===== config.mk =====
export PLATFORM = sky130hd
export DESIGN_NAME = line_alarm_hub
export DESIGN_NICKNAME = d
export VERILOG_FILES = /design/src/rtl/line_alarm_pkg.sv /design/src/rtl/line_clk_watch.sv /design/src/rtl/line_irq_merge.sv /design/src/rtl/line_alarm_hub.sv
export SDC_FILE = /design/constraint.sdc
export NUM_CORES = 1
export LEC_CHECK = 0
export ABC_AREA = 0
export BUFFER_PORTS_ARGS = -buffer_cell sky130_fd_sc_hd__buf_2
export CAP_MARGIN = 5
export CORE_MARGIN = 5
export CORE_UTILIZATION = 54
export CTS_CLUSTER_SIZE = 30
export DETAILED_ROUTE_END_ITERATION = 8
export PLACE_DENSITY = 0.78
export SLEW_MARGIN = 20
export SYNTH_ARGS = -nofsm -noshare
export SYNTH_HDL_FRONTEND = slang
export SYNTH_SLANG_ARGS = --single-unit

===== constraint.sdc =====
create_clock -name clk -period 2.5 [get_ports clk]
set_input_delay 0.5 -clock clk [delete_from_list [all_inputs] [get_ports clk]]
set_output_delay 0.5 -clock clk [all_outputs]
set_load 0.1 [all_outputs]

===== src/rtl/line_alarm_pkg.sv =====
package line_alarm_pkg;
  // Counter width able to hold values 0..max_val.
  function automatic int cnt_bits(input int max_val);
    if (max_val < 2) return 1;
    return $clog2(max_val + 1);
  endfunction
endpackage


===== src/rtl/line_clk_watch.sv =====
module line_clk_watch #(
  parameter int LOSS_CYC    = 8,
  parameter int HOLD_CYC    = 4128,
  parameter int SYNC_STAGES = 2
) (
  input  logic clk,
  input  logic rst_n,
  input  logic mon_clk,
  output logic alarm
);
  localparam int GW = line_alarm_pkg::cnt_bits(LOSS_CYC);
  localparam int HW = line_alarm_pkg::cnt_bits(HOLD_CYC);
  localparam logic [GW-1:0] GAP_MAX = GW'(LOSS_CYC);
  localparam logic [HW-1:0] HOLD_V  = HW'(HOLD_CYC);

  logic [SYNC_STAGES-1:0] sync_q, sync_d;
  logic [SYNC_STAGES:0]   sync_ext;
  logic                   prev_q, sampled, rise;
  logic [GW-1:0]          gap_q, gap_d;
  logic [HW-1:0]          hold_q, hold_d;
  logic                   alarm_q, alarm_d;
  logic                   lost_q, lost_d, new_loss;

  // Synchroniser and edge detect.
  assign sync_ext = {sync_q, mon_clk};
  assign sync_d   = sync_ext[SYNC_STAGES-1:0];
  assign sampled  = sync_q[SYNC_STAGES-1];
  assign rise     = sampled & ~prev_q;

  // Next-state logic: gap counter saturates at the loss limit; hold
  // counter reloads on each entry into the lost state.
  always_comb begin
    if (rise)                 gap_d = '0;
    else if (gap_q == GAP_MAX) gap_d = gap_q;
    else                       gap_d = gap_q + GW'(1);
    lost_q   = (gap_q == GAP_MAX);
    lost_d   = (gap_d == GAP_MAX);
    new_loss = lost_d & ~lost_q;
    if (new_loss)            hold_d = HOLD_V;
    else if (hold_q != '0)   hold_d = hold_q - HW'(1);
    else                     hold_d = hold_q;
    alarm_d = lost_d | (hold_d != '0);
  end

  always_ff @(posedge clk or negedge rst_n) begin
    if (!rst_n) begin
      sync_q  <= '0;
      prev_q  <= 1'b0;
      gap_q   <= '0;
      hold_q  <= '0;
      alarm_q <= 1'b0;
    end else begin
      sync_q  <= sync_d;
      prev_q  <= sampled;
      gap_q   <= gap_d;
      hold_q  <= hold_d;
      alarm_q <= alarm_d;
    end
  end

  assign alarm = alarm_q;

  // Checker state: length of the current alarm run (saturating).
  logic [HW-1:0] hi_q;
  always_ff @(posedge clk or negedge rst_n) begin
    if (!rst_n)              hi_q <= '0;
    else if (!alarm_q)       hi_q <= '0;
    else if (hi_q != HOLD_V) hi_q <= hi_q + HW'(1);
  end

  // an alarm run never ends before the hold time has elapsed.
  a_r3_min_hold: assert property (@(posedge clk) disable iff (!rst_n)
    (alarm_q && !alarm_d) |-> (hi_q >= HOLD_V - HW'(1)));

  // a saturated gap counter always comes with a raised alarm.
  a_r2_gap_alarm: assert property (@(posedge clk) disable iff (!rst_n)
    (gap_q == GAP_MAX) |-> alarm_q);

  // a new detection leaves a full hold time loaded.
  a_r4_reload: assert property (@(posedge clk) disable iff (!rst_n)
    new_loss |=> (hold_q == HOLD_V));
endmodule


===== src/rtl/line_irq_merge.sv =====
module line_irq_merge #(
  parameter int NUM_CH = 7
) (
  input  logic              clk,
  input  logic              rst_n,
  input  logic [NUM_CH-1:0] los,
  input  logic [NUM_CH-1:0] txc,
  input  logic              mclk_lost,
  input  logic [NUM_CH-1:0] mask_los,
  input  logic [NUM_CH-1:0] mask_txc,
  input  logic [NUM_CH-1:0] mask_ch,
  input  logic              mask_mclk,
  output logic              irq
);
  logic [NUM_CH-1:0] ch_req;
  logic              irq_d, irq_q;

  genvar gi;
  generate
    for (gi = 0; gi < NUM_CH; gi++) begin : g_ch
      assign ch_req[gi] = ~mask_ch[gi] &
                          ((los[gi] & ~mask_los[gi]) | (txc[gi] & ~mask_txc[gi]));
    end
  endgenerate

  always_comb irq_d = (|ch_req) | (mclk_lost & ~mask_mclk);

  always_ff @(posedge clk or negedge rst_n) begin
    if (!rst_n) irq_q <= 1'b0;
    else        irq_q <= irq_d;
  end

  assign irq = irq_q;

  // with every channel and the master-clock mask set, no interrupt.
  a_r7_all_masked: assert property (@(posedge clk) disable iff (!rst_n)
    ((&mask_ch) && mask_mclk) |=> !irq);

  // an unmasked master-clock loss always raises the interrupt.
  a_r7_mclk_irq: assert property (@(posedge clk) disable iff (!rst_n)
    (mclk_lost && !mask_mclk) |=> irq);
endmodule


===== src/rtl/line_alarm_hub.sv =====
module line_alarm_hub #(
  parameter int NUM_CH      = 7,
  parameter int LOSS_CYC    = 8,
  parameter int HOLD_CYC    = 4128,
  parameter int SYNC_STAGES = 2
) (
  input  logic              clk,
  input  logic              rst_n,
  input  logic              mclk_in,
  input  logic [NUM_CH-1:0] tx_clk_in,
  input  logic [NUM_CH-1:0] sig_loss_in,
  input  logic [NUM_CH-1:0] tx_pos_in,
  input  logic [NUM_CH-1:0] tx_neg_in,
  input  logic [NUM_CH-1:0] mask_los,
  input  logic [NUM_CH-1:0] mask_txc,
  input  logic [NUM_CH-1:0] mask_ch,
  input  logic              mask_mclk,
  output logic [NUM_CH-1:0] los_stat,
  output logic [NUM_CH-1:0] txc_stat,
  output logic              mclk_stat,
  output logic [NUM_CH-1:0] tx_pos_out,
  output logic [NUM_CH-1:0] tx_neg_out,
  output logic              irq
);
  logic [NUM_CH-1:0] txc_alarm;
  logic              mclk_alarm;
  logic [NUM_CH-1:0] los_d, los_q;

  genvar gi;
  generate
    for (gi = 0; gi < NUM_CH; gi++) begin : g_txw
      line_clk_watch #(
        .LOSS_CYC(LOSS_CYC), .HOLD_CYC(HOLD_CYC), .SYNC_STAGES(SYNC_STAGES)
      ) u_txw (
        .clk(clk), .rst_n(rst_n), .mon_clk(tx_clk_in[gi]), .alarm(txc_alarm[gi])
      );
      // Transmit rails are held at zero while the channel clock is lost.
      assign tx_pos_out[gi] = tx_pos_in[gi] & ~txc_alarm[gi];
      assign tx_neg_out[gi] = tx_neg_in[gi] & ~txc_alarm[gi];
    end
  endgenerate

  line_clk_watch #(
    .LOSS_CYC(LOSS_CYC), .HOLD_CYC(HOLD_CYC), .SYNC_STAGES(SYNC_STAGES)
  ) u_mclkw (
    .clk(clk), .rst_n(rst_n), .mon_clk(mclk_in), .alarm(mclk_alarm)
  );

  // Master-clock loss is folded into every loss-of-signal bit.
  always_comb los_d = sig_loss_in | {NUM_CH{mclk_alarm}};

  always_ff @(posedge clk or negedge rst_n) begin
    if (!rst_n) los_q <= '0;
    else        los_q <= los_d;
  end

  line_irq_merge #(.NUM_CH(NUM_CH)) u_irq (
    .clk(clk), .rst_n(rst_n),
    .los(los_q), .txc(txc_alarm), .mclk_lost(mclk_alarm),
    .mask_los(mask_los), .mask_txc(mask_txc), .mask_ch(mask_ch),
    .mask_mclk(mask_mclk), .irq(irq)
  );

  assign los_stat  = los_q;
  assign txc_stat  = txc_alarm;
  assign mclk_stat = mclk_alarm;

  // master-clock loss drives every loss-of-signal bit high.
  a_r5_mclk_all_los: assert property (@(posedge clk) disable iff (!rst_n)
    mclk_alarm |=> (&los_stat));

  // no channel drives line data while its clock alarm is up.
  a_r9_tx_quiet: assert property (@(posedge clk) disable iff (!rst_n)
    ((tx_pos_out & txc_stat) == '0) && ((tx_neg_out & txc_stat) == '0));

  // without master-clock loss, status follows the raw input.
  a_r6_los_follow: assert property (@(posedge clk) disable iff (!rst_n)
    !mclk_alarm |=> (los_stat == $past(sig_loss_in)));
endmodule


# After elaboration in Yosys (flattened, before gate mapping)
# Index checks and enable logic that the tools add are counted.
# totals
regBits,176
latch_bits,0
ramBits,0
rom_bits,0
inputBits,53
out_inout_bits,30
wordCells,237
n_memories,0
# classes
n_addsub,16
multipliers,0
div,0
order_cmp,0
eq_ne,16
shift,0
mux,32
n_bitwise,114
reduce_logical,17
# ops
op,count
13-bit two-way mux,16
13-bit nonzero test,16
"13-bit by 1-bit subtractor with 13-bit output, second input constant",8
"4-bit equality test, second input constant",16
4-bit two-way mux,16
1-bit bitwise AND,52
1-bit inverter,45
"4-bit by 1-bit adder with 4-bit output, second input constant",8
1-bit OR,16
7-bit OR,1
7-bit OR reduction,1

# Longest topological paths before layout
# depth
word_depth,8
ltp_mapped,9
mapped_depth_nobuf,8

# Hierarchy
# From an unflattened synthesis, not the netlist that was laid out.
# unflattened
cells_unflattened,1070
hier_area_um2,10114.7
# modules_own_cells
mod,instances,cells_per_inst,area_each_um2,seq_area_each_um2
line_clk_watch (g_txw[0].u_txw ...),6,128,1211.2,525.5
line_clk_watch (g_txw[6].u_txw ...),2,123,1179.9,525.5
line_alarm_hub,1,28,306.5,175.2
line_irq_merge,1,28,181.4,25.0

# Least setup slack after synthesis
# No wires, ideal clock.
# synth_path
path_kind,register -> register
start,register u_mclkw.hold_q[0]
end,"register u_mclkw.alarm_q, in the netlist u_mclkw.alarm"
setup_ps,138
t_arrival_ps,2378
t_required_ps,2362
setup_slack_ps,-16
path_stages_with_launch,10
path_buffers,1
synth_period_minus_slack_ps,2516
cell_sequence,dfrtp_1 -> inv_1 -> ha_1 -> or3b_1 -> or4b_4 -> buf_6 -> a221oi_2 -> o221ai_2 -> nor4b_2 -> nand4b_1
# synth_via
elab_chain_len,5
elab_cells_between_ends,6
classes_between,1 x add/sub; 2 x mux; 1 x bitwise; 2 x reduce/logical
# synth_rtl
item,line,text
from (decl),line_clk_watch.sv:20,"logic [HW-1:0] hold_q, hold_d;"
from (signal assigned),line_clk_watch.sv:56,hold_q <= hold_d;
13-bit by 1-bit subtractor with 13-bit output or 13-bit nonzero test (tied branches),line_clk_watch.sv:40,else if (hold_q != '0) hold_d = hold_q - HW'(1);
13-bit two-way mux (*),line_clk_watch.sv:40,
13-bit two-way mux (*),line_clk_watch.sv:39,if (new_loss) hold_d = HOLD_V;
13-bit nonzero test (*),line_clk_watch.sv:42,alarm_d = lost_d | (hold_d != '0);
1-bit OR (*),line_clk_watch.sv:42,
named net u_mclkw.alarm_d,line_clk_watch.sv:21,"logic alarm_q, alarm_d;"
to (signal assigned),line_clk_watch.sv:57,alarm_q <= alarm_d;
to (decl),line_clk_watch.sv:21,
# Mark *: on every way through the listed nets, which the timed path passes. The rest lies on a longest branch.

# Worst setup path in the final report
# layout_path
start,register u_mclkw.hold_q[1]
end,"register u_mclkw.alarm_q, in the netlist u_mclkw.alarm"
# The elaborated chain is that of the path after synthesis.

==> out/qor.yml <==
fillCellCount: 1320
irDropWorstVdd_mv: 0.6443
ys_seq_area_share_pct: 47.61
grt_usage_pct: 20.24
reg2reg_from: "u_mclkw.hold_q[1]"
timing.fmax_ghz: 0.3892
first_pass_iters: 5
rows: 47
numCtsBuffers: 17
post-route-min-period_ns: 2.569
ys_seq_elements: 176
synth_area_per_cell_um2: 9.392
rrSetupSlack_ns: -0.07
dp_hpwl_um: 14070
syn_to_final_growth_pct: 17.99
seqCellArea_um2: 4404
fin_ws_ns: -0.06926
cp-start-kind: "register"
leakagePower_nw: 4.837
multiInputGateArea_um2: 4621
initial_core_util_pct: 55.39
crit_type: "reg2reg"
drtIter0Drc: 475
status: "complete, but fails checks"
ys.flop_type: "dfrtp_1"
ant_nets: 0
worstSkewPairLatency_ns: 0.42
synth_warnings: 0
grt_pass1_vias: 7252
violations: "negative hold slack, negative setup slack"
place_area_um2: 10190
tightest_slew_ns: 0.7219
antenna_found_initial: 1
die_height_um: 140.9
synth.distinct_cells: 68
p_per_area_nw_per_um2: 1204
hold_viol: 6
vias_per_cell: 5.707
cp-startpoint: "u_mclkw.hold_q[1]"
report.final.slew_viol_count: 0
period_share_pct: 102.8
finalPower_mw: 13.14
drc: 0
hold_buffers: 0
htreeDepth: 4
synth_edf_count: 0
core_area_um2: 16700
crit_path_end_kind: "register"
relSlewSlack_pct: 51.43
arrival_ns: 2.86
timing.hold.ws_ns: -0.01017
wl_per_cell_um: 14.71
netlist_area_um2: 9251
syn_nets: 1062
clk_pin_slew_ns: 0.06
syn-instance-count: 985
crit_fanout: 5
die_w_um: 140.9
grt_pass1_wl_um: 33640
grt_max_degree: 70
dr_total_vias: 7670
grt_overflow: 0
async_reset_ff_share_pct: 100.0
r2r-end: "u_mclkw.alarm"
gp_congestion: 0.8880
drive_gt1_share_pct: 18.68
layout.nets: 1190
ios: 83
cts_tree: "done"
diodes: 0
setup_viol: 1
clock_sinks: 176
drt_wl_total_um: 19770
cts_root_buf: "clkbuf_16"
drv_cap: 0
reg2reg_depth: 9
hp-class: "in2async"
clock-skew-final_ns: 0.008201
rsz0062_at_grt: "true"
final_cell_area_um2: 10920
cp.required_ns: 2.79
clockBufferDepth: 2
port_buffers: 82
die_area_um2: 19850
area by class of cell:
type	count	area share, %
multi-input combinational	727	42.33
sequential	176	40.35
timing repair buffer	135	7.806
clock buffer	18	4.023
tap	220	2.522
inverter	56	1.926
clock inverter	12	1.043
how the worst max path moves through the flow:
| stage | endpoint | slack, ns | depth (start not counted) |
|---|---|---|---|
| final | u_mclkw.alarm | -0.07 | 9 |
| after global routing | u_mclkw.alarm | -0.1 | 9 |
| after CTS | g_txw[5].u_txw.alarm | 0.02 | 9 |
| after detailed placement | u_mclkw.alarm | -0.02 | 8 |
| after global placement | u_mclkw.alarm | 0.06 | 8 |
| after floorplan | u_mclkw.alarm | 0.02 | 9 |
routing by layer:
layer | part of all wire, % | track usage (%) | routed length, um
met3 | 4.6 | 4.707 | 914
met2 | 49 | 33.37 | 9698
met5 | 0.066 | 0 | 13
met4 | 1.6 | 6.221 | 323
met1 | 45 | 26.76 | 8821
cell usage in the layout, fill, tap and decap left out, types with 14 or more instances in the layout:
cell       count
xor2_1        19
buf_2         81
dfrtp_1      176
or3_1         23
nor4_1        20
nand2b_1      23
a21oi_1       53
inv_1         54
xnor2_1       31
nand3_1       26
ha_1          21
buf_4         50
nor2_1       131
a211oi_1      14
clkbuf_16     17
o21ai_0       21
nand3b_1      14
mux2i_1       14
nor2b_1       43
nand2_1       62
nor3_1        51
metrics by stage:
stage | utilization (%) | worst slack (ns) | hold WS [ns] | TNS, ns | std cells
floorplan | - | 0.01607 | 0.2044 | 0 | 985
global placement | 61.00 | 0.06056 | 0.3319 | 0 | 1305
detailed placement | 61.00 | -0.02133 | 0.3347 | -0.02133 | 1305
CTS | 64.62 | 0.01949 | 0.007899 | 0 | 1338
global route | 65.36 | -0.09767 | 0.01309 | -0.09767 | 1344
finish | 65.36 | -0.06926 | -0.01017 | -0.06926 | 1344
state kept, by name, summed over array words and instances (netlist names):
name	flops
g_txw.u_txw.prev_q	7
g_txw.u_txw.gap_q	28
u_mclkw.hold_q	13
g_txw.u_txw.hold_q	91
u_mclkw.gap_q	4
u_mclkw.prev_q	1
u_mclkw.alarm	1
g_txw.u_txw.sync_q	14
g_txw.u_txw.alarm	7
u_mclkw.sync_q	2
u_irq.irq	1
los_stat	7
report_power, final:
part	internal (mW)	switching, mW	total [mW]
combinational	2.50	2.95	5.45
clock	1.39	1.10	2.49
sequential	3.92	1.28	5.20
total	7.81	5.33	13.1
Yosys cell counts, types with 17 or more instances:
| library cell | instances | area, um^2 |
|---|---|---|
| dfrtp_1 | 176 | 4404 |
| nor2_1 | 131 | 491.7 |
| nand2_1 | 62 | 232.7 |
| inv_1 | 56 | 210.2 |
| a21oi_1 | 53 | 265.3 |
| nor3_1 | 51 | 255.2 |
| nor2b_1 | 43 | 269.0 |
| xnor2_1 | 31 | 271.5 |
| nand3_1 | 26 | 130.1 |
| ha_1 | 24 | 300.3 |
| or3_1 | 24 | 150.1 |
| nand2b_1 | 23 | 143.9 |
| nor4_1 | 23 | 143.9 |
| o21ai_0 | 21 | 105.1 |
| xor2_1 | 19 | 166.4 |
| clkbuf_1 | 17 | 63.81 |
critical path, cell delays in order (launching register included):
cell and delay [ns]:
dfrtp_1 0.39, inv_2 0.08, ha_4 0.13, or3b_4 0.38
or4b_4 0.59, buf_12 0.16, nor3b_1 0.13, a21oi_1 0.22
nor4b_4 0.26, nand4b_1 0.11
cell families (layout without fill, tap and decap cells):
kind of cell,Yosys count,in the layout,synth area share [%]
mux,18,18,2.002
simple gates,469,469,26.85
flops,176,176,47.61
xor+xnor,50,50,4.734
compound gates,166,166,11.86
fa+ha+maj,24,24,3.246
buf+inv,82,221,3.706
repair_timing:
item,4_1_cts,5_1_grt
resized for setup,4,16
pin swaps,5,5
endpoints found under the setup margin,2,3
setup buffers,3,6
Note: power is estimated with default switching activity, not from simulation.
